===== src/rtl/bypass_pkg.sv =====
package bypass_pkg;

  // Operand source select; the encoding is visible on the block's ports.
  typedef enum logic [1:0] {
    SRC_REGFILE   = 2'b00,
    SRC_WRITEBACK = 2'b01,
    SRC_EXMEM     = 2'b10
  } fwdSrc_e;

  // Strobes from the control half to the datapath half.
  typedef struct packed {
    fwdSrc_e selA;
    fwdSrc_e selB;
  } fwdStrobe_t;

endpackage


===== src/rtl/bypass_match.sv =====
// Per-operand producer comparison and priority pick.
module bypass_match
  import bypass_pkg::*;
#(
  parameter int REG_W = 5
) (
  input  logic [REG_W-1:0] srcReg,
  input  logic [REG_W-1:0] memDstReg,
  input  logic             memWrEn,
  input  logic [REG_W-1:0] wbDstReg,
  input  logic             wbWrEn,
  output fwdSrc_e          sel
);

  logic srcLive;
  logic memHit;
  logic wbHit;

  // Register 0 reads as zero, so it never takes a bypassed value.
  assign srcLive = |srcReg;
  assign memHit  = srcLive && memWrEn && (memDstReg == srcReg);
  assign wbHit   = srcLive && wbWrEn  && (wbDstReg  == srcReg);

  // The younger producer (EX/MEM) has priority over MEM/WB.
  always_comb begin
    if (memHit)     sel = SRC_EXMEM;
    else if (wbHit) sel = SRC_WRITEBACK;
    else            sel = SRC_REGFILE;
  end

endmodule


===== src/rtl/bypass_ctrl.sv =====
// Control half: one match unit per operand, packed into the strobe struct.
module bypass_ctrl
  import bypass_pkg::*;
#(
  parameter int REG_W = 5
) (
  input  logic [REG_W-1:0] srcRegA,
  input  logic [REG_W-1:0] srcRegB,
  input  logic [REG_W-1:0] memDstReg,
  input  logic             memWrEn,
  input  logic [REG_W-1:0] wbDstReg,
  input  logic             wbWrEn,
  output fwdStrobe_t       strobe
);

  localparam int N_OPER = 2;

  logic [N_OPER-1:0][REG_W-1:0] srcVec;
  fwdSrc_e                      selVec [N_OPER];

  assign srcVec[0] = srcRegA;
  assign srcVec[1] = srcRegB;

  for (genvar g = 0; g < N_OPER; g++) begin : g_oper
    bypass_match #(.REG_W(REG_W)) u_match (
      .srcReg    (srcVec[g]),
      .memDstReg (memDstReg),
      .memWrEn   (memWrEn),
      .wbDstReg  (wbDstReg),
      .wbWrEn    (wbWrEn),
      .sel       (selVec[g])
    );
  end

  assign strobe.selA = selVec[0];
  assign strobe.selB = selVec[1];

endmodule


===== src/rtl/bypass_dpath.sv =====
// Datapath half: writeback value choice and the two operand multiplexers.
module bypass_dpath
  import bypass_pkg::*;
#(
  parameter int DATA_W = 32
) (
  input  fwdStrobe_t        strobe,
  input  logic [DATA_W-1:0] rfOperA,
  input  logic [DATA_W-1:0] rfOperB,
  input  logic [DATA_W-1:0] memAluRes,
  input  logic              wbIsLoad,
  input  logic [DATA_W-1:0] wbAluRes,
  input  logic [DATA_W-1:0] wbLoadData,
  output logic [DATA_W-1:0] operA,
  output logic [DATA_W-1:0] operB
);

  localparam int N_OPER = 2;

  logic [DATA_W-1:0]             wbValue;
  logic [N_OPER-1:0][DATA_W-1:0] rfVec;
  logic [N_OPER-1:0][DATA_W-1:0] outVec;
  fwdSrc_e                       selVec [N_OPER];

  // A load delivers memory data; anything else delivers its ALU result.
  assign wbValue   = wbIsLoad ? wbLoadData : wbAluRes;

  assign rfVec[0]  = rfOperA;
  assign rfVec[1]  = rfOperB;
  assign selVec[0] = strobe.selA;
  assign selVec[1] = strobe.selB;

  for (genvar g = 0; g < N_OPER; g++) begin : g_mux
    always_comb begin
      unique case (selVec[g])
        SRC_EXMEM:     outVec[g] = memAluRes;
        SRC_WRITEBACK: outVec[g] = wbValue;
        default:       outVec[g] = rfVec[g];
      endcase
    end
  end

  assign operA = outVec[0];
  assign operB = outVec[1];

endmodule


===== src/rtl/bypass_net.sv =====
// Thin top: control and datapath halves joined by the strobe struct.
module bypass_net
  import bypass_pkg::*;
#(
  parameter int DATA_W = 32,
  parameter int REG_W  = 5
) (
  input  logic [REG_W-1:0]  exSrcRegA,
  input  logic [REG_W-1:0]  exSrcRegB,
  input  logic [DATA_W-1:0] rfOperA,
  input  logic [DATA_W-1:0] rfOperB,
  input  logic [REG_W-1:0]  memDstReg,
  input  logic              memWrEn,
  input  logic [DATA_W-1:0] memAluRes,
  input  logic [REG_W-1:0]  wbDstReg,
  input  logic              wbWrEn,
  input  logic              wbIsLoad,
  input  logic [DATA_W-1:0] wbAluRes,
  input  logic [DATA_W-1:0] wbLoadData,
  output logic [1:0]        selA,
  output logic [1:0]        selB,
  output logic [DATA_W-1:0] operA,
  output logic [DATA_W-1:0] operB
);

  fwdStrobe_t strobe;

  bypass_ctrl #(.REG_W(REG_W)) u_ctrl (
    .srcRegA   (exSrcRegA),
    .srcRegB   (exSrcRegB),
    .memDstReg (memDstReg),
    .memWrEn   (memWrEn),
    .wbDstReg  (wbDstReg),
    .wbWrEn    (wbWrEn),
    .strobe    (strobe)
  );

  bypass_dpath #(.DATA_W(DATA_W)) u_dpath (
    .strobe     (strobe),
    .rfOperA    (rfOperA),
    .rfOperB    (rfOperB),
    .memAluRes  (memAluRes),
    .wbIsLoad   (wbIsLoad),
    .wbAluRes   (wbAluRes),
    .wbLoadData (wbLoadData),
    .operA      (operA),
    .operB      (operB)
  );

  assign selA = strobe.selA;
  assign selB = strobe.selB;

endmodule


===== config.mk =====
export PLATFORM = sky130hd
export DESIGN_NAME = bypass_net
export DESIGN_NICKNAME = d
export VERILOG_FILES = /design/src/rtl/bypass_pkg.sv /design/src/rtl/bypass_match.sv /design/src/rtl/bypass_ctrl.sv /design/src/rtl/bypass_dpath.sv /design/src/rtl/bypass_net.sv
export SDC_FILE = /design/constraint.sdc
export NUM_CORES = 1
export LEC_CHECK = 0
export BUFFER_PORTS_ARGS = -buffer_cell sky130_fd_sc_hd__buf_4
export CORE_AREA = 2 2 98 100
export DETAILED_ROUTE_END_ITERATION = 16
export DIE_AREA = 0 0 100 102
export GPL_ROUTABILITY_DRIVEN = 0
export PLACE_DENSITY = 0.69
export SLEW_MARGIN = 20
export SYNTH_ARGS = -nofsm -noshare
export SYNTH_HDL_FRONTEND = slang
export SYNTH_SLANG_ARGS = --single-unit

===== constraint.sdc =====
create_clock -name vclk -period 3.2
set_input_delay 0.8 -clock vclk [all_inputs]
set_output_delay 0.8 -clock vclk [all_outputs]
set_load 0.01 [all_outputs]

==> results.tsv <==
metric	value	unit
Hold Path Class	primary input to output port	
WL final	16.57	mm
clkbuf count	0	
fin nets	816	
CP startpoint kind	primary input	
Gate Count Post-Synth	378	
critical path class	primary input to output port	
Synth Area in Compound Gates	39.75	%
# rows	35	
XOR/XNOR share of the synthesized area	6.880	%
area share of the largest cell type after synthesis	14.15	%
IO buf count	251	
fmax	300.0	MHz
core area	9109	sq um
drt first pass iters	7	
Hold Buf Count CTS	0	
Final ANT Viol Nets	0	
sequential area share after synthesis	0	%
final hold violations	0	
simple-gate share of the synthesized area	28.60	%
sequential share of power	0	%
combinational power share	100.0	%
Worst Tran Pin Value	450.6	ps
Die ar.	10200	sq um
Worst Setup End Kind	output port	
Syn Nets	561	
Critical Path RT	2400	ps
layout cell share with drive strength beyond 1	68.15	%
Final Non-Filler Cells	742	
Via Count	4508	
Arr. time, crit path	2530	ps
failing checks	negative setup slack	
Sw Ratio	46.11	%
multiplexer share of the synthesized area	14.15	%
total gr overflow	0	
pwr/cell area	147.9	nW/um^2
Largest stage delay, worst path	550	ps
post-route design area	5891	sq um
Die Y-Extent	102	um
initial DRC count	281	
Area Growth Syn to Fin	131.4	%
Pleak	2.375	nW
storage element area	0	sq um
Vias per Instance	6.075	
worst-path cell chain	buf_6 -> or4_4 -> o211a_4 -> and2_4 -> buf_12 -> o31ai_4 -> buf_4	
area leader, netlist	mux2_2	
Power Internal	0.0004696	W
Clock Power Share	0	%
area occupied by multi-input gates	3030	sq um
wire per inst	22.32	um
starting density of the core	27.95	%
Cell variety after synth	21	
Die Width	100	um
vias in the first global route	4637	
max-slew violations	0	
mean post-synth cell area	6.736	sq um
Mapped Area	2546	sq um
FFs & Latches	0	
Adder-Cell Fraction of Synth Area	0	%
first-pass GRT wire length	24.40	mm
Placement Setup Slack	-237.3	ps
number of max-cap violations	0	
DPL Wire Length	10.95	mm
fin crit share	104.2	%
antenna fix cells	0	
initial antenna violation count	0	
Global Route Usage Sum	29.94	%
VDD IR max	0.00006831	V
DRC errors left	0	
largest net degree at the start of global routing	33	
DP Cell Count	728	
P_sw	0.0004018	W
Ys Warns	0	
Max FO, Critical Path	11	
main combinational cell family by area after synthesis	compound AO/OA/AOI/OAI gates	
CP max-delay cell	or4_4	
Max-slew headroom	69.96	%
setup ws final	-133.1	ps
ranking of synthesized cells by area	mux2_2 14%, o31ai_1 14%, nor3_1 13%, a21oi_1 13%, nand3_1 13%	
fillcell total	762	
RSZ-0062 raised after global routing	true	
Final setup viols	64	
Final min period	3333	ps
status	finished, violations left	
dpl cell area	4702	sq um
Ports	251	
==> Yosys cell counts <==
master    count
nor3_1       66
a21oi_1      64
nand3_1      64
o31ai_1      48
clkbuf_1     36
mux2_2       32
xnor2_1      12
o31ai_2       9
buf_6         8
xor2_1        8
o31ai_4       7
buf_2         6
and2_1        2
and4_1        2
buf_4         2
nand4_1       2
nor4_1        2
o211a_1       2
o211a_4       2
o211ai_1      2
or4_4         2
==> layer usage <==
layer	global-route usage, %	part of all wire (%)	up-vias
li1	-	-	1991
met1	34.93	37	2139
met2	55.82	51	331
met3	4.446	8.5	47
met4	10.43	3.1	0
met5	0	0	-
==> repair_timing <==
action	in CTS	in global routing
cloned	6	1
buffers inserted	7	2
pin swaps	9	6
gates resized for setup	140	40
setup endpoints to repair	66	66
==> per-stage QoR <==
stage / hold WS, ps / TNS [ps] / power [W] / utilization, %
final: 1935 / -4668 / 0.0008714 / 64.67
after global routing: 1952 / -7531 / 0.0009135 / 64.67
after detailed placement: 1916 / -9736 / 0.0006919 / 51.62
after global placement: 1915 / -8888 / 0.0006848 / 51.62
after floorplan: 1739 / 0 / 0.0002926 / -
after CTS: 1926 / -4349 / 0.0008279 / 62.57
==> logic make-up after synthesis <==
kind of cell | count (synthesis)
simple gates | 140
compound gates | 134
buf+inv | 52
mux | 32
xor+xnor | 20
==> power by group through the flow <==
stage	sequential, W	combinational [W]	clock [W]
finish	0	0.000871	0
global route	0	0.000914	0
CTS	0	0.000828	0
detailed placement	0	0.000692	0
global placement	0	0.000685	0
floorplan	0	0.000293	0
==> placed cells by master, fill, tap and decap left out, drive strengths merged <==
cell type / n
buf: 303
nor3: 66
nand3: 64
a21oi: 64
o31ai: 64
mux2: 32
xnor2: 12
xor2: 8
o211a: 4
or4: 2
and2: 2
nand4: 2
o211ai: 2
and4: 2
clkbuf: 2
nor4: 2
==> critical path: cells and delay by family <==
kind,cells,cell delay [ps]
buffers and inverters,3,440
AND/OR/NAND/NOR,2,760
AO/OA/AOI/OAI,2,530
==> area by class of cell <==
type,instances,share of cell area [%]
multi-input cells,326,51.44
well taps,111,2.358
repair buffers,305,46.20
==> path summary, 6_finish.rpt <==
path / from / endpoint / slack, ps / cells after the start
worst max-delay path: exSrcRegA[0] / operA[17] / -130 / 7
worst min-delay path: memAluRes[13] / operA[13] / 1940 / 4
Power figures use the tool's default switching activity.
